**src/rtl/smb_pkg.sv**
```systemverilog
package smb_pkg;

  typedef enum logic [2:0] {
    ST_IDLE,
    ST_ADDR,
    ST_CMD,
    ST_CNT,
    ST_WDATA,
    ST_TX,
    ST_SKIP
  } smb_state_e;

  // Upper seven bits of the address byte select the device.
  function automatic logic addr_hit(input logic [7:0] b, input logic [6:0] dev);
    return b[7:1] == dev;
  endfunction

  function automatic logic cmd_is_block(input logic [7:0] c);
    return ~c[7];
  endfunction

  // Block access always starts at offset zero.
  function automatic logic [6:0] cmd_offset(input logic [7:0] c);
    return c[7] ? c[6:0] : 7'd0;
  endfunction

endpackage

```
**src/rtl/smb_sync.sv**
```systemverilog
module smb_sync #(
  parameter int STAGES = 2
) (
  input  logic clk,
  input  logic rst_n,
  input  logic scl_i,
  input  logic sda_i,
  output logic scl_s,
  output logic sda_s,
  output logic scl_rise,
  output logic scl_fall,
  output logic start_det,
  output logic stop_det
);

  logic [STAGES-1:0] scl_ff;
  logic [STAGES-1:0] sda_ff;
  logic              scl_p;
  logic              sda_p;

  always_ff @(posedge clk or negedge rst_n) begin
    if (!rst_n) begin
      scl_ff <= '1;
      sda_ff <= '1;
      scl_p  <= 1'b1;
      sda_p  <= 1'b1;
    end else begin
      scl_ff <= {scl_ff[STAGES-2:0], scl_i};
      sda_ff <= {sda_ff[STAGES-2:0], sda_i};
      scl_p  <= scl_s;
      sda_p  <= sda_s;
    end
  end

  assign scl_s     = scl_ff[STAGES-1];
  assign sda_s     = sda_ff[STAGES-1];
  assign scl_rise  = scl_s & ~scl_p;
  assign scl_fall  = ~scl_s & scl_p;
  assign start_det = scl_s & scl_p & sda_p & ~sda_s;
  assign stop_det  = scl_s & scl_p & ~sda_p & sda_s;

endmodule

```
**src/rtl/smb_regbank.sv**
```systemverilog
module smb_regbank #(
  parameter int                 NREG      = 8,
  parameter logic [NREG*8-1:0]  RESET_VAL = {NREG{8'hFF}}
) (
  input  logic              clk,
  input  logic              rst_n,
  input  logic              wr_en,
  input  logic [6:0]        wr_addr,
  input  logic [7:0]        wr_data,
  input  logic [6:0]        rd_addr,
  output logic [7:0]        rd_data,
  output logic [NREG*8-1:0] cfg_q
);

  logic [7:0] regs [NREG];

  for (genvar i = 0; i < NREG; i++) begin : g_reg
    always_ff @(posedge clk or negedge rst_n) begin
      if (!rst_n)
        regs[i] <= RESET_VAL[i*8 +: 8];
      else if (wr_en && wr_addr == 7'(i))
        regs[i] <= wr_data;
    end
    assign cfg_q[i*8 +: 8] = regs[i];
  end

  // Offsets past the bank match no register and read as zero.
  always_comb begin
    rd_data = 8'h00;
    for (int i = 0; i < NREG; i++)
      if (rd_addr == 7'(i)) rd_data = regs[i];
  end

endmodule

```
**src/rtl/smb_engine.sv**
```systemverilog
module smb_engine
  import smb_pkg::*;
#(
  parameter int         NREG     = 8,
  parameter logic [6:0] DEV_ADDR = 7'h69
) (
  input  logic       clk,
  input  logic       rst_n,
  input  logic       sda_s,
  input  logic       scl_rise,
  input  logic       scl_fall,
  input  logic       start_det,
  input  logic       stop_det,
  input  logic [7:0] rd_data,
  output logic       sda_oe,
  output logic       wr_en,
  output logic [6:0] wr_addr,
  output logic [7:0] wr_data,
  output logic [6:0] rd_addr,
  output smb_state_e state
);

  localparam logic [7:0] CNT_BYTE = 8'(NREG);

  smb_state_e nxt;
  logic [3:0] bitcnt;
  logic [7:0] shreg;
  logic [7:0] txsh;
  logic [6:0] ptr;
  logic       in_ack;
  logic       blk;
  logic       pend_cnt;
  logic       host_ack;
  logic [7:0] tx_next;

  assign rd_addr = ptr;
  assign tx_next = pend_cnt ? CNT_BYTE : rd_data;

  always_ff @(posedge clk or negedge rst_n) begin
    if (!rst_n) begin
      state    <= ST_IDLE;
      nxt      <= ST_IDLE;
      bitcnt   <= '0;
      shreg    <= '0;
      txsh     <= '0;
      ptr      <= '0;
      in_ack   <= 1'b0;
      blk      <= 1'b0;
      pend_cnt <= 1'b0;
      host_ack <= 1'b0;
      sda_oe   <= 1'b0;
      wr_en    <= 1'b0;
      wr_addr  <= '0;
      wr_data  <= '0;
    end else begin
      wr_en <= 1'b0;
      if (start_det) begin
        state  <= ST_ADDR;
        bitcnt <= '0;
        in_ack <= 1'b0;
        sda_oe <= 1'b0;
      end else if (stop_det) begin
        state  <= ST_IDLE;
        bitcnt <= '0;
        in_ack <= 1'b0;
        sda_oe <= 1'b0;
      end else begin
        unique case (state)
          ST_ADDR, ST_CMD, ST_CNT, ST_WDATA: begin
            if (!in_ack) begin
              if (scl_rise && bitcnt != 4'd8) begin
                shreg  <= {shreg[6:0], sda_s};
                bitcnt <= bitcnt + 4'd1;
              end else if (scl_fall && bitcnt == 4'd8) begin
                in_ack <= 1'b1;
                unique case (state)
                  ST_ADDR: begin
                    if (addr_hit(shreg, DEV_ADDR)) begin
                      sda_oe <= 1'b1;
                      if (shreg[0]) begin
                        nxt      <= ST_TX;
                        pend_cnt <= blk;
                      end else begin
                        nxt <= ST_CMD;
                      end
                    end else begin
                      nxt <= ST_SKIP;
                    end
                  end
                  ST_CMD: begin
                    sda_oe <= 1'b1;
                    ptr    <= cmd_offset(shreg);
                    blk    <= cmd_is_block(shreg);
                    nxt    <= cmd_is_block(shreg) ? ST_CNT : ST_WDATA;
                  end
                  ST_CNT: begin
                    sda_oe <= 1'b1;
                    nxt    <= ST_WDATA;
                  end
                  default: begin
                    sda_oe  <= 1'b1;
                    wr_en   <= 1'b1;
                    wr_addr <= ptr;
                    wr_data <= shreg;
                    ptr     <= ptr + 7'd1;
                    nxt     <= blk ? ST_WDATA : ST_SKIP;
                  end
                endcase
              end
            end else if (scl_fall) begin
              in_ack <= 1'b0;
              bitcnt <= '0;
              state  <= nxt;
              if (nxt == ST_TX) begin
                txsh     <= tx_next;
                sda_oe   <= ~tx_next[7];
                pend_cnt <= 1'b0;
                if (!pend_cnt) ptr <= ptr + 7'd1;
              end else begin
                sda_oe <= 1'b0;
              end
            end
          end
          ST_TX: begin
            if (!in_ack) begin
              if (scl_rise) begin
                bitcnt <= bitcnt + 4'd1;
              end else if (scl_fall) begin
                if (bitcnt == 4'd8) begin
                  sda_oe <= 1'b0;
                  in_ack <= 1'b1;
                end else begin
                  txsh   <= {txsh[6:0], 1'b0};
                  sda_oe <= ~txsh[6];
                end
              end
            end else begin
              if (scl_rise) begin
                host_ack <= ~sda_s;
              end else if (scl_fall) begin
                in_ack <= 1'b0;
                bitcnt <= '0;
                if (host_ack) begin
                  txsh   <= tx_next;
                  sda_oe <= ~tx_next[7];
                  ptr    <= ptr + 7'd1;
                end else begin
                  state  <= ST_SKIP;
                  sda_oe <= 1'b0;
                end
              end
            end
          end
          default: ;
        endcase
      end
    end
  end

endmodule

```
**src/rtl/smb_cfg_slave.sv**
```systemverilog
module smb_cfg_slave
  import smb_pkg::*;
#(
  parameter int                NREG      = 8,
  parameter logic [6:0]        DEV_ADDR  = 7'h69,
  parameter logic [NREG*8-1:0] RESET_VAL = {NREG{8'hFF}},
  parameter int                SYNC_STG  = 2
) (
  input  logic              clk,
  input  logic              rst_n,
  input  logic              scl_i,
  input  logic              sda_i,
  output logic              sda_oe,
  output logic [NREG*8-1:0] cfg_q
);

  // Internal events, named for the checker.
  logic       scl_s;
  logic       sda_s;
  logic       scl_rise;
  logic       scl_fall;
  logic       start_det;
  logic       stop_det;
  logic       wr_en;
  logic [6:0] wr_addr;
  logic [7:0] wr_data;
  logic [6:0] rd_addr;
  logic [7:0] rd_data;
  smb_state_e eng_state;

  smb_sync #(.STAGES(SYNC_STG)) u_sync (
    .clk       (clk),
    .rst_n     (rst_n),
    .scl_i     (scl_i),
    .sda_i     (sda_i),
    .scl_s     (scl_s),
    .sda_s     (sda_s),
    .scl_rise  (scl_rise),
    .scl_fall  (scl_fall),
    .start_det (start_det),
    .stop_det  (stop_det)
  );

  smb_engine #(.NREG(NREG), .DEV_ADDR(DEV_ADDR)) u_eng (
    .clk       (clk),
    .rst_n     (rst_n),
    .sda_s     (sda_s),
    .scl_rise  (scl_rise),
    .scl_fall  (scl_fall),
    .start_det (start_det),
    .stop_det  (stop_det),
    .rd_data   (rd_data),
    .sda_oe    (sda_oe),
    .wr_en     (wr_en),
    .wr_addr   (wr_addr),
    .wr_data   (wr_data),
    .rd_addr   (rd_addr),
    .state     (eng_state)
  );

  smb_regbank #(.NREG(NREG), .RESET_VAL(RESET_VAL)) u_bank (
    .clk     (clk),
    .rst_n   (rst_n),
    .wr_en   (wr_en),
    .wr_addr (wr_addr),
    .wr_data (wr_data),
    .rd_addr (rd_addr),
    .rd_data (rd_data),
    .cfg_q   (cfg_q)
  );

endmodule

```
**config.mk**
```make
export PLATFORM = sky130hd
export DESIGN_NAME = smb_cfg_slave
export DESIGN_NICKNAME = d
export VERILOG_FILES = /design/src/rtl/smb_pkg.sv /design/src/rtl/smb_sync.sv /design/src/rtl/smb_regbank.sv /design/src/rtl/smb_engine.sv /design/src/rtl/smb_cfg_slave.sv
export SDC_FILE = /design/constraint.sdc
export NUM_CORES = 1
export LEC_CHECK = 0
export ABC_AREA = 1
export BUFFER_PORTS_ARGS = -buffer_cell sky130_fd_sc_hd__buf_4
export CORE_MARGIN = 2
export CORE_UTILIZATION = 59
export CTS_BUF_LIST = sky130_fd_sc_hd__clkbuf_8
export CTS_CLUSTER_SIZE = 24
export DETAILED_ROUTE_END_ITERATION = 16
export HOLD_SLACK_MARGIN = 0.02
export PLACE_DENSITY = 0.84
export SLEW_MARGIN = 20
export SYNTH_ARGS = -nofsm -noshare
export SYNTH_HDL_FRONTEND = slang
export SYNTH_SLANG_ARGS = --single-unit
export TNS_END_PERCENT = 100
```
**constraint.sdc**
```tcl
create_clock -name clk -period 1.97 [get_ports clk]
set_input_delay 0.591 -clock clk [delete_from_list [all_inputs] [get_ports clk]]
set_output_delay 0.591 -clock clk [all_outputs]
set_load 0.005 [all_outputs]
```
==> impl_metrics.xml, run 1 <==
<?xml version="1.0" encoding="UTF-8"?>
<metrics>
  <group name="status">
    <metric name="status" unit="">finished with violations</metric>
    <metric name="violated_checks" unit="">setup timing</metric>
  </group>
  <group name="power_and_ir_drop">
    <metric name="power.density" unit="nW/um^2">886</metric>
    <metric name="total_leakage_power" unit="uW">0.00328</metric>
    <metric name="vdd_drop_max" unit="mV">0.529</metric>
  </group>
  <group name="floorplanning">
    <metric name="fp-row-count" unit="">36</metric>
    <metric name="core" unit="sq um">9820</metric>
    <metric name="die_width" unit="um">105</metric>
    <metric name="ios" unit="">69</metric>
    <metric name="starting_density" unit="%">61.1</metric>
    <metric name="die_area" unit="sq um">11000</metric>
    <metric name="fp.dieH" unit="um">105</metric>
  </group>
  <group name="synth">
    <metric name="dominantRegCellSynth" unit="">dfstp_2</metric>
    <metric name="synth.ff_latch_count" unit="">123</metric>
    <metric name="synth.lib_cells_used.distinct" unit="">43</metric>
    <metric name="synth.yosys.seq_area_share" unit="%">52.8</metric>
    <metric name="async_reset_ff_share" unit="%">100</metric>
    <metric name="synth_enable_flop_cells" unit="">0</metric>
    <metric name="synth_top_area_share" unit="%">30.7</metric>
    <metric name="ys_warn_count" unit="">0</metric>
    <metric name="post_synthesis_net_count" unit="">725</metric>
    <metric name="synth.cell_area" unit="sq um">6000</metric>
    <metric name="syn-mean-instance-area" unit="sq um">8.39</metric>
    <metric name="synthDominantAreaCellType" unit="">dfstp_2</metric>
    <metric name="synth_area_leaders" unit="">dfstp_2 31%, dfrtp_1 22%, nand2_1 11%</metric>
    <metric name="netlist_instances" unit="">715</metric>
  </group>
  <group name="sta">
    <metric name="setup_tns" unit="ps">-206</metric>
    <metric name="worst_pin_slew" unit="ps">487</metric>
    <metric name="finalMaxSlewViolations" unit="">0</metric>
    <metric name="postLayoutSetupSlackWorst" unit="ps">-69.1</metric>
    <metric name="max-slew-margin-rel" unit="%">67.5</metric>
    <metric name="unrepaired_setup_endpoints_after_global_routing" unit="">true</metric>
    <metric name="max_freq" unit="MHz">490</metric>
    <metric name="clock_skew" unit="ps">10.5</metric>
    <metric name="finalHoldViolations" unit="">0</metric>
    <metric name="setup_viol_count_final" unit="">4</metric>
    <metric name="timing.final.crit_period" unit="ps">2040</metric>
    <metric name="timing.final.crit_share" unit="%">104</metric>
    <metric name="final.hold.worst_slack" unit="ps">49.6</metric>
  </group>
  <group name="worst_setup_path">
    <metric name="cp-end-kind" unit="">flip-flop</metric>
    <metric name="worstPathRequired" unit="ps">2280</metric>
    <metric name="worstReg2RegStart" unit="">u_eng.state[2]$_DFFE_PN0P_</metric>
    <metric name="timing.reg2reg.worst_path_depth" unit="">10</metric>
    <metric name="worst_setup_path_start_kind" unit="">flip-flop</metric>
    <metric name="worst_ep_arrival_time" unit="ps">2350</metric>
    <metric name="worstSetupPathType" unit="">reg2reg</metric>
    <metric name="crit_path_max_fanout" unit="">7</metric>
    <metric name="crit-reg2reg-capture" unit="">u_eng.bitcnt[0]$_DFFE_PN0P_</metric>
    <metric name="ff2ff_setup_slack" unit="ps">-70</metric>
  </group>
  <group name="detailed_routing">
    <metric name="detail_route.iter0.violations" unit="">631</metric>
    <metric name="drt-total-wl" unit="um">16700</metric>
    <metric name="drt_drc_violations_left" unit="">0</metric>
    <metric name="viasPerCell" unit="">5.83</metric>
    <metric name="first_pass_iters" unit="">6</metric>
    <metric name="vias" unit="">5718</metric>
    <metric name="drt-wirelength-per-cell" unit="um">17.0</metric>
    <metric name="number_of_routed_nets_with_antenna_violations" unit="">0</metric>
  </group>
  <group name="clock_network">
    <metric name="numCtsBuffers" unit="">17</metric>
    <metric name="clkSlewWorstSetupHoldPaths" unit="ps">70</metric>
    <metric name="ctsLongestPathBuffers" unit="">2</metric>
    <metric name="clock_insertion_delay_worst_skew" unit="ps">440</metric>
    <metric name="cts.htree.levels" unit="">4</metric>
    <metric name="cts-root-buf" unit="">clkbuf_8</metric>
    <metric name="clock-sinks" unit="">123</metric>
    <metric name="cts_tree" unit="">yes</metric>
  </group>
  <group name="global_routing">
    <metric name="initial_antenna_violation_count" unit="">0</metric>
    <metric name="first_global_vias" unit="">5190</metric>
    <metric name="track_usage" unit="%">29.2</metric>
    <metric name="grt_max_degree" unit="">51</metric>
    <metric name="grt_overflow" unit="">0</metric>
    <metric name="grt_first_pass_wirelength" unit="um">25500</metric>
  </group>
  <group name="hold_path">
    <metric name="worstHoldPathType" unit="">in2async</metric>
  </group>
  <group name="cells_and_area">
    <metric name="flow.area_growth_from_synthesis" unit="%">24.6</metric>
    <metric name="finish.cell_count_without_fillers" unit="">980</metric>
    <metric name="fillerInstances" unit="">679</metric>
    <metric name="ant_cells" unit="">0</metric>
    <metric name="post_route_utilization" unit="%">76.1</metric>
    <metric name="finalNetCount" unit="">844</metric>
    <metric name="sequential_cell_area" unit="sq um">3170</metric>
    <metric name="multi_input_comb_area" unit="sq um">2610</metric>
    <metric name="final_layout_size_suffix_gt1_share" unit="%">33.3</metric>
  </group>
  <group name="placed_design">
    <metric name="routabilityCongestion" unit="">0.934</metric>
    <metric name="place_worst_setup_slack" unit="ps">75.7</metric>
    <metric name="numPlacedInstances" unit="">930</metric>
    <metric name="place.port_buffers" unit="">68</metric>
    <metric name="place_hpwl" unit="um">11100</metric>
  </group>
  <group name="job">
    <metric name="max-cap-violations" unit="">0</metric>
  </group>
</metrics>
## cells in the final DEF (no fill, tap or decap), drive strengths merged, types with 2 or more instances in the layout
cell type	Yosys	final
nand2	184	185
o21ai	127	127
buf	7	114
inv	70	75
dfstp	70	70
nor2	62	62
dfrtp	53	53
nand3	44	44
a21oi	34	34
clkbuf	8	18
nor3	12	12
clkinv	1	7
or2	6	6
ha	6	6
xor2	4	4
a31oi	4	4
nor4	4	4
o211ai	3	3
o22ai	3	3
nand4	3	3
o2111ai	2	2
bufinv	0	2
## flip-flops by register name (all words and copies together) (netlist names)
| register | flops |
|---|---|
| u_eng.state | 3 |
| u_eng.pend_cnt | 1 |
| u_eng.wr_data | 8 |
| u_sync.scl_p | 1 |
| u_eng.host_ack | 1 |
| u_eng.txsh | 7 |
| u_eng.rd_addr | 7 |
| u_eng.shreg | 8 |
| u_sync.scl_ff | 2 |
| u_eng.wr_en | 1 |
| u_eng.sda_oe | 1 |
| u_sync.sda_ff | 2 |
| u_eng.wr_addr | 7 |
| u_sync.sda_p | 1 |
| u_bank.cfg_q | 64 |
| u_eng.blk | 1 |
| u_eng.bitcnt | 4 |
| u_eng.nxt | 3 |
| u_eng.in_ack | 1 |
## critical path, stage by stage, from the launching register on
cell and delay (ps):
dfrtp_2 450, buf_4 150, o21ai_4 240, nor2_8 90, buf_4 150, nor2_2 200, o21ai_0 210, nand3_2 170
inv_2 70, nand3_1 80, o21ai_0 90
## what timing repair did
| item | 4_1_cts | 5_1_grt |
|---|---|---|
| endpoints found under the hold margin | 0 | 0 |
| hold buffers | 0 | 0 |
| setup endpoints to repair | 0 | 61 |
| resized for setup | 0 | 44 |
| buffers inserted | 0 | 16 |
## per-layer routing
layer	share of wire (%)	up-vias	track usage [%]
li1	-	2614	-
met1	40	2710	39.6
met2	48	332	46.1
met3	9.0	62	6.24
met4	3.1	0	11.7
met5	0	-	0
## logic make-up (layout without fill, tap and decap cells)
family / count (synthesis) / in the layout / synth area share [%]
adder cells (fa/ha/maj): 6 / 6 / 1.25
buffers and inverters: 86 / 217 / 5.63
XOR/XNOR: 5 / 5 / 0.730
flip-flops: 123 / 123 / 52.8
multiplexers: 1 / 1 / 0.188
AO/OA/AOI/OAI: 177 / 177 / 15.6
AND/OR/NAND/NOR: 317 / 318 / 23.8
## how the worst max path moves through the flow
stage | to | cells after the start | from | slack (ps)
after detailed placement | u_eng.state[0]$_DFFE_PN0P_ | 9 | u_sync.sda_ff[1]$_DFF_PN1_ | 80
after CTS | u_eng.rd_addr[2]$_DFFE_PN0P_ | 10 | u_sync.sda_ff[1]$_DFF_PN1_ | 30
after global routing | u_eng.bitcnt[3]$_DFFE_PN0P_ | 10 | u_sync.sda_ff[1]$_DFF_PN1_ | -130
after floorplan | u_eng.wr_data[0]$_DFFE_PN0P_ | 10 | u_sync.sda_ff[1]$_DFF_PN1_ | 190
final | u_eng.bitcnt[0]$_DFFE_PN0P_ | 10 | u_eng.state[2]$_DFFE_PN0P_ | -70
after global placement | u_eng.txsh[6]$_DFFE_PN0P_ | 11 | u_eng.rd_addr[0]$_DFFE_PN0P_ | 110
## per-stage QoR
step	cell area, sq um	total power [uW]
after floorplan	6000	3860
after global placement	6850	4280
after detailed placement	6850	4320
after CTS	7210	6380
after global routing	7470	6940
final	7470	6620
## power breakdown
group,internal [uW],switching [uW],total [uW]
registers,2690,159,2850
logic,647,1050,1700
clock network,1120,953,2070
total,4460,2160,6620
## final cells by class
type	instances	area share [%]
clock buffer	18	3.32
clock inverter	14	1.56
inverter	71	3.60
multi-input combinational	507	34.9
sequential	123	42.4
tap	133	2.23
timing repair buffer	114	11.9
## Yosys cell counts, types with 2 or more instances
cell	count
nand2_1	179
o21ai_0	115
dfstp_2	70
inv_1	58
nor2_1	54
dfrtp_1	53
nand3_1	41
a21oi_1	34
inv_2	12
o21ai_1	10
clkbuf_1	8
nor3_1	7
buf_2	6
ha_1	6
nor2_2	6
or2_2	6
nand2_2	5
a31oi_1	4
xor2_1	4
nand3_2	3
nor3_2	3
o211ai_1	3
o22ai_1	3
nand4_1	2
nor3_4	2
nor4_1	2
o2111ai_1	2
o21ai_2	2
(Power assumes the default switching activity.)
==> run 2, diff against run 1 <==
- GPL_TIMING_DRIVEN: default -> 0
==> impl_metrics.xml, run 2 (synthesis results as in run 1) <==
<?xml version="1.0" encoding="UTF-8"?>
<metrics>
  <group name="status">
    <metric name="status" unit="">finished with violations</metric>
    <metric name="violated_checks" unit="">setup timing</metric>
  </group>
  <group name="placed_design">
    <metric name="place.port_buffers" unit="">68</metric>
    <metric name="place_hpwl" unit="um">11100</metric>
    <metric name="place_worst_setup_slack" unit="ps">-266</metric>
    <metric name="routabilityCongestion" unit="">0.926</metric>
  </group>
  <group name="clock_network">
    <metric name="numCtsBuffers" unit="">17</metric>
    <metric name="cts_tree" unit="">yes</metric>
    <metric name="cts.htree.levels" unit="">4</metric>
    <metric name="clock_insertion_delay_worst_skew" unit="ps">460</metric>
    <metric name="cts-root-buf" unit="">clkbuf_8</metric>
    <metric name="clock-sinks" unit="">123</metric>
    <metric name="ctsLongestPathBuffers" unit="">2</metric>
    <metric name="clkSlewWorstSetupHoldPaths" unit="ps">70</metric>
    <metric name="ctsHoldBuffers" unit="">0</metric>
  </group>
  <group name="global_routing">
    <metric name="grt_first_pass_wirelength" unit="um">26700</metric>
    <metric name="initial_antenna_violation_count" unit="">0</metric>
    <metric name="first_global_vias" unit="">5325</metric>
    <metric name="grt_overflow" unit="">0</metric>
    <metric name="track_usage" unit="%">31.2</metric>
    <metric name="grt_max_degree" unit="">88</metric>
  </group>
  <group name="sta">
    <metric name="timing.final.crit_share" unit="%">107</metric>
    <metric name="timing.final.crit_period" unit="ps">2110</metric>
    <metric name="max-slew-margin-rel" unit="%">64.4</metric>
    <metric name="worst_pin_slew" unit="ps">531</metric>
    <metric name="finalHoldViolations" unit="">0</metric>
    <metric name="unrepaired_setup_endpoints_after_global_routing" unit="">true</metric>
    <metric name="setup_viol_count_final" unit="">8</metric>
    <metric name="postLayoutSetupSlackWorst" unit="ps">-136</metric>
    <metric name="max_freq" unit="MHz">475</metric>
    <metric name="finalMaxSlewViolations" unit="">0</metric>
    <metric name="final.hold.worst_slack" unit="ps">46.0</metric>
    <metric name="clock_skew" unit="ps">22.7</metric>
  </group>
  <group name="floorplanning">
    <metric name="die_area" unit="sq um">11000</metric>
    <metric name="starting_density" unit="%">61.1</metric>
    <metric name="core" unit="sq um">9820</metric>
    <metric name="fp.dieH" unit="um">105</metric>
    <metric name="fp-row-count" unit="">36</metric>
    <metric name="ios" unit="">69</metric>
    <metric name="die_width" unit="um">105</metric>
  </group>
  <group name="detailed_routing">
    <metric name="viasPerCell" unit="">6.02</metric>
    <metric name="drt-total-wl" unit="um">18500</metric>
    <metric name="drt_drc_violations_left" unit="">0</metric>
    <metric name="number_of_routed_nets_with_antenna_violations" unit="">0</metric>
    <metric name="drt-wirelength-per-cell" unit="um">18.6</metric>
    <metric name="vias" unit="">5975</metric>
    <metric name="first_pass_iters" unit="">6</metric>
    <metric name="detail_route.iter0.violations" unit="">638</metric>
  </group>
  <group name="worst_setup_path">
    <metric name="worstSetupPathType" unit="">reg2reg</metric>
    <metric name="crit_path_max_fanout" unit="">7</metric>
    <metric name="ff2ff_setup_slack" unit="ps">-140</metric>
    <metric name="worst_ep_arrival_time" unit="ps">2460</metric>
    <metric name="cp-end-kind" unit="">flip-flop</metric>
    <metric name="worst_setup_path_start_kind" unit="">flip-flop</metric>
    <metric name="worstPathRequired" unit="ps">2330</metric>
  </group>
  <group name="power_and_ir_drop">
    <metric name="power.density" unit="nW/um^2">889</metric>
    <metric name="switching_share" unit="%">34.9</metric>
    <metric name="seq_power_share" unit="%">40.8</metric>
    <metric name="netSwitchingPower" unit="uW">2430</metric>
    <metric name="pwr-share-comb" unit="%">28.9</metric>
    <metric name="total_leakage_power" unit="uW">0.00338</metric>
    <metric name="cellInternalPower" unit="uW">4540</metric>
    <metric name="vdd_drop_max" unit="mV">0.562</metric>
    <metric name="share_of_total_power_in_the_clock_network" unit="%">30.2</metric>
  </group>
  <group name="cells_and_area">
    <metric name="layout.cells.most_common_list" unit="">157 x nand2_1, 101 x buf_4, 94 x o21ai_0, 70 x dfstp_2</metric>
    <metric name="final_layout_size_suffix_gt1_share" unit="%">39.2</metric>
    <metric name="finalNetCount" unit="">856</metric>
    <metric name="layout.cells.most_common" unit="">nand2_1</metric>
    <metric name="ant_cells" unit="">0</metric>
    <metric name="flow.area_growth_from_synthesis" unit="%">30.9</metric>
    <metric name="number_of_flip_flops_under_the_largest_register_name" unit="">64</metric>
  </group>
  <group name="job">
    <metric name="max-cap-violations" unit="">0</metric>
  </group>
  <group name="hold_path">
    <metric name="worstHoldPathType" unit="">in2async</metric>
  </group>
</metrics>
## run 2: changes by cell type in the layout (fill, tap and decap cells not counted), moves of 5 or more
cell and change:
clkbuf_1 +5, inv_4 +5, nor2_4 +7, inv_1 -6
nand2_2 +16, nand2_1 -20, o21ai_2 +5, buf_4 -8
o21ai_0 -18, o21ai_1 +14, nor2_1 -8, buf_6 +9
nand3_1 -6
## run 2: final cells by class
cell class                 instances  area (sq um)
clock buffer                      18           248
tap                              133           166
inverter                          71           287
multi-input combinational        507          2880
buffer                            13          77.6
timing repair inverter             1          7.51
sequential                       123          3170
fill                             621          1970
timing repair buffer             112           907
clock inverter                    14           113
## run 2: per-stage QoR
step	cells	power, uW	cell area (sq um)	setup TNS [ps]	utilization (%)
after floorplan	715	3860	6000	0	-
after global placement	916	4240	6670	-5680	68.0
after detailed placement	917	4300	6710	-9460	68.3
after CTS	956	6470	7200	-106	73.3
after global routing	992	7280	7850	-2100	79.9
final	992	6980	7850	-516	79.9
## run 2: worst paths after layout
path	from	to	cells past startpoint
worst max-delay path	u_sync.scl_p$_DFF_PN1_	u_eng.rd_addr[0]$_DFFE_PN0P_	11
worst min-delay path	rst_n	u_eng.wr_addr[3]$_DFFE_PN0P_	1
worst max register to register	u_sync.scl_p$_DFF_PN1_	u_eng.rd_addr[0]$_DFFE_PN0P_	11
worst min register to register	u_sync.scl_ff[0]$_DFF_PN1_	u_sync.scl_ff[1]$_DFF_PN1_	0
max in group asynchronous	rst_n	u_sync.scl_ff[0]$_DFF_PN1_	2
min in group clk	scl_i	u_sync.scl_ff[0]$_DFF_PN1_	1
## run 2: critical path: stages, from the launching register on
cell,delay [ps]
dfstp_2,560
inv_2,60
nor2_4,130
inv_4,80
nor2_4,110
inv_2,60
o21ai_2,140
o21ai_2,110
nor4_4,360
buf_6,210
nand2_1,80
o21ai_1,120
## run 2: power groups by stage
stage          combinational [uW]  sequential [uW]  clock [uW]
6_report                     2020             2850        2110
5_1_grt                      2180             2870        2230
4_1_cts                      1540             2820        2110
3_5_place_dp                 1450             2850           0
3_3_place_gp                 1390             2850           0
2_1_floorplan                1040             2820           0
## run 2: metal layers
| metal | routed length [um] | GRT usage, % | share of wire (%) |
|---|---|---|---|
| met1 | 7140 | 42.6 | 39 |
| met2 | 8780 | 47.5 | 48 |
| met3 | 1740 | 7.42 | 9.4 |
| met4 | 806 | 13.9 | 4.4 |
| met5 | 0 | 0 | 0 |
## run 2: repair_timing
action,4_1_cts,5_1_grt
pin swaps,9,32
buffers inserted,7,33
gates cloned,1,4
resized for setup,23,134
endpoints found under the setup margin,82,112
==> run 3, diff against run 2 <==
- RECOVER_POWER: default -> 100
==> impl_metrics.xml, run 3 (synthesis results as in run 1) <==
<?xml version="1.0" encoding="UTF-8"?>
<metrics>
  <group name="detailed_routing">
    <metric name="top_layer_used" unit="">met4</metric>
    <metric name="drt_drc_violations_left" unit="">0</metric>
    <metric name="first_pass_iters" unit="">6</metric>
    <metric name="wire_length_on_met3" unit="um">1790</metric>
    <metric name="number_of_routed_nets_with_antenna_violations" unit="">0</metric>
    <metric name="drt-wirelength-per-cell" unit="um">18.6</metric>
    <metric name="vias" unit="">5948</metric>
    <metric name="viasPerCell" unit="">6.00</metric>
    <metric name="drt-total-wl" unit="um">18400</metric>
    <metric name="detail_route.iter0.violations" unit="">631</metric>
    <metric name="met2WireLength" unit="um">8740</metric>
    <metric name="drt-met1-wl" unit="um">7090</metric>
  </group>
  <group name="placed_design">
    <metric name="place_hpwl" unit="um">11100</metric>
    <metric name="postPlaceCellArea" unit="sq um">6710</metric>
    <metric name="place.port_buffers" unit="">68</metric>
    <metric name="numPlacedInstances" unit="">917</metric>
    <metric name="place_worst_setup_slack" unit="ps">-266</metric>
    <metric name="routabilityCongestion" unit="">0.926</metric>
  </group>
  <group name="power_and_ir_drop">
    <metric name="vdd_drop_max" unit="mV">0.562</metric>
    <metric name="total_leakage_power" unit="uW">0.00337</metric>
    <metric name="total_power" unit="uW">6970</metric>
    <metric name="power.density" unit="nW/um^2">891</metric>
  </group>
  <group name="sta">
    <metric name="finalMaxSlewViolations" unit="">0</metric>
    <metric name="unrepaired_setup_endpoints_after_global_routing" unit="">true</metric>
    <metric name="timing.final.crit_share" unit="%">107</metric>
    <metric name="setup_tns" unit="ps">-524</metric>
    <metric name="finalHoldViolations" unit="">0</metric>
    <metric name="setup_viol_count_final" unit="">8</metric>
    <metric name="postLayoutSetupSlackWorst" unit="ps">-140</metric>
    <metric name="max_freq" unit="MHz">474</metric>
    <metric name="clock_skew" unit="ps">21.3</metric>
    <metric name="worst_pin_slew" unit="ps">927</metric>
    <metric name="timing.final.crit_period" unit="ps">2110</metric>
    <metric name="max-slew-margin-rel" unit="%">38.2</metric>
  </group>
  <group name="cells_and_area">
    <metric name="flow.area_growth_from_synthesis" unit="%">30.5</metric>
    <metric name="layout.cells.most_common" unit="">nand2_1</metric>
    <metric name="finalNetCount" unit="">856</metric>
    <metric name="design_area" unit="sq um">7830</metric>
    <metric name="layout.cells.most_common_list" unit="">158 x nand2_1, 98 x buf_4, 94 x o21ai_0, 69 x dfstp_2</metric>
    <metric name="number_of_flip_flops_under_the_largest_register_name" unit="">64</metric>
    <metric name="finish.cell_count_without_fillers" unit="">992</metric>
    <metric name="multi_input_comb_area" unit="sq um">2870</metric>
    <metric name="final_layout_size_suffix_gt1_share" unit="%">39.0</metric>
    <metric name="ant_cells" unit="">0</metric>
    <metric name="sequential_cell_area" unit="sq um">3170</metric>
    <metric name="fillerInstances" unit="">626</metric>
  </group>
  <group name="worst_setup_path">
    <metric name="setup.worst_path.start" unit="">u_sync.scl_p$_DFF_PN1_</metric>
    <metric name="crit_path_top_delay_cell" unit="">dfstp_2</metric>
    <metric name="crit_path_max_fanout" unit="">7</metric>
    <metric name="worst_ep_arrival_time" unit="ps">2470</metric>
    <metric name="worst_setup_path_start_kind" unit="">flip-flop</metric>
    <metric name="cp-end-kind" unit="">flip-flop</metric>
    <metric name="worstPathRequired" unit="ps">2330</metric>
    <metric name="crit_chain" unit="">inv_2 &gt; nor2_4 &gt; inv_4 &gt; nor2_4 &gt; inv_2 &gt; o21ai_2 &gt; o21ai_2 &gt; nor4_4 &gt; buf_6 &gt; nand2_1 &gt; o21ai_1</metric>
    <metric name="cpLargestDelayFamily" unit="">simple AND/OR/NAND/NOR gates</metric>
    <metric name="crit_buf_inv" unit="">4</metric>
    <metric name="worstReg2RegStart" unit="">u_sync.scl_p$_DFF_PN1_</metric>
    <metric name="critical-path-max-stage-delay" unit="ps">560</metric>
    <metric name="worstSetupPathType" unit="">reg2reg</metric>
  </group>
  <group name="status">
    <metric name="violated_checks" unit="">setup timing</metric>
    <metric name="status" unit="">finished with violations</metric>
  </group>
  <group name="job">
    <metric name="max-cap-violations" unit="">0</metric>
  </group>
  <group name="clock_network">
    <metric name="cts-root-buf" unit="">clkbuf_8</metric>
    <metric name="cts_tree" unit="">yes</metric>
    <metric name="ctsHoldBuffers" unit="">0</metric>
    <metric name="cts.htree.levels" unit="">4</metric>
    <metric name="clkSlewWorstSetupHoldPaths" unit="ps">70</metric>
    <metric name="numCtsBuffers" unit="">17</metric>
    <metric name="clock_insertion_delay_worst_skew" unit="ps">460</metric>
    <metric name="clock-sinks" unit="">123</metric>
    <metric name="ctsLongestPathBuffers" unit="">2</metric>
  </group>
  <group name="floorplanning">
    <metric name="starting_density" unit="%">61.1</metric>
    <metric name="fp.dieH" unit="um">105</metric>
    <metric name="fp-row-count" unit="">36</metric>
    <metric name="die_width" unit="um">105</metric>
    <metric name="ios" unit="">69</metric>
    <metric name="die_area" unit="sq um">11000</metric>
    <metric name="core" unit="sq um">9820</metric>
  </group>
  <group name="global_routing">
    <metric name="grt_overflow" unit="">0</metric>
    <metric name="track_usage" unit="%">31.2</metric>
    <metric name="grt_first_pass_wirelength" unit="um">26700</metric>
    <metric name="grt_max_degree" unit="">88</metric>
    <metric name="initial_antenna_violation_count" unit="">0</metric>
    <metric name="first_global_vias" unit="">5325</metric>
  </group>
  <group name="hold_path">
    <metric name="min-delay-start" unit="">scl_i</metric>
    <metric name="worstHoldPathType" unit="">in2reg</metric>
  </group>
</metrics>
run 3: changes by cell type in the layout (fill, tap and decap cells not counted):
cell	delta
dfstp_2	-1
dfstp_1	+1
clkbuf_4	+3
nand2_1	+1
buf_16	-1
clkbuf_2	+1
buf_4	-3
nand2_2	-1
run 3: where the power goes:
group	total (uW)	internal [uW]	switching [uW]
registers	2850	2690	157
clock network	2110	1110	998
logic	2010	731	1280
run 3: per-stage QoR:
step | hold slack, ps | util [%]
finish | 251 | 79.7
global route | 222 | 79.7
CTS | 32.0 | 73.3
detailed placement | 349 | 68.3
global placement | 346 | 68.0
floorplan | 295 | -
run 3: routing by layer:
layer	up-vias	track usage (%)
li1	2637	-
met1	2827	42.6
met2	394	47.5
met3	90	7.42
met4	0	13.9
met5	-	0
run 3: path summary, 6_finish.rpt:
path	slack [ps]	endpoint	depth (start not counted)
max	-140	u_eng.rd_addr[0]$_DFFE_PN0P_	11
min	250	u_sync.scl_ff[0]$_DFF_PN1_	1
max reg2reg	-140	u_eng.rd_addr[0]$_DFFE_PN0P_	11
min reg2reg	360	u_sync.scl_ff[1]$_DFF_PN1_	0
max in group asynchronous	390	u_eng.state[0]$_DFFE_PN0P_	2
min in group asynchronous	280	u_eng.wr_addr[3]$_DFFE_PN0P_	1
run 3: area by class of cell:
cell class                 count  share of cell area [%]
sequential                   123                    40.5
timing repair inverter         1                  0.0959
buffer                        13                   0.991
tap                          133                    2.13
multi-input combinational    507                    36.7
timing repair buffer         112                    11.3
clock buffer                  18                    3.17
inverter                      71                    3.66
clock inverter                14                    1.44
run 3: what timing repair did:
action / 4_1_cts / 5_1_grt
resized for setup: 23 / 134
buffers inserted: 7 / 33
cloned: 1 / 4
setup endpoints to repair: 82 / 112
pin swaps: 9 / 32
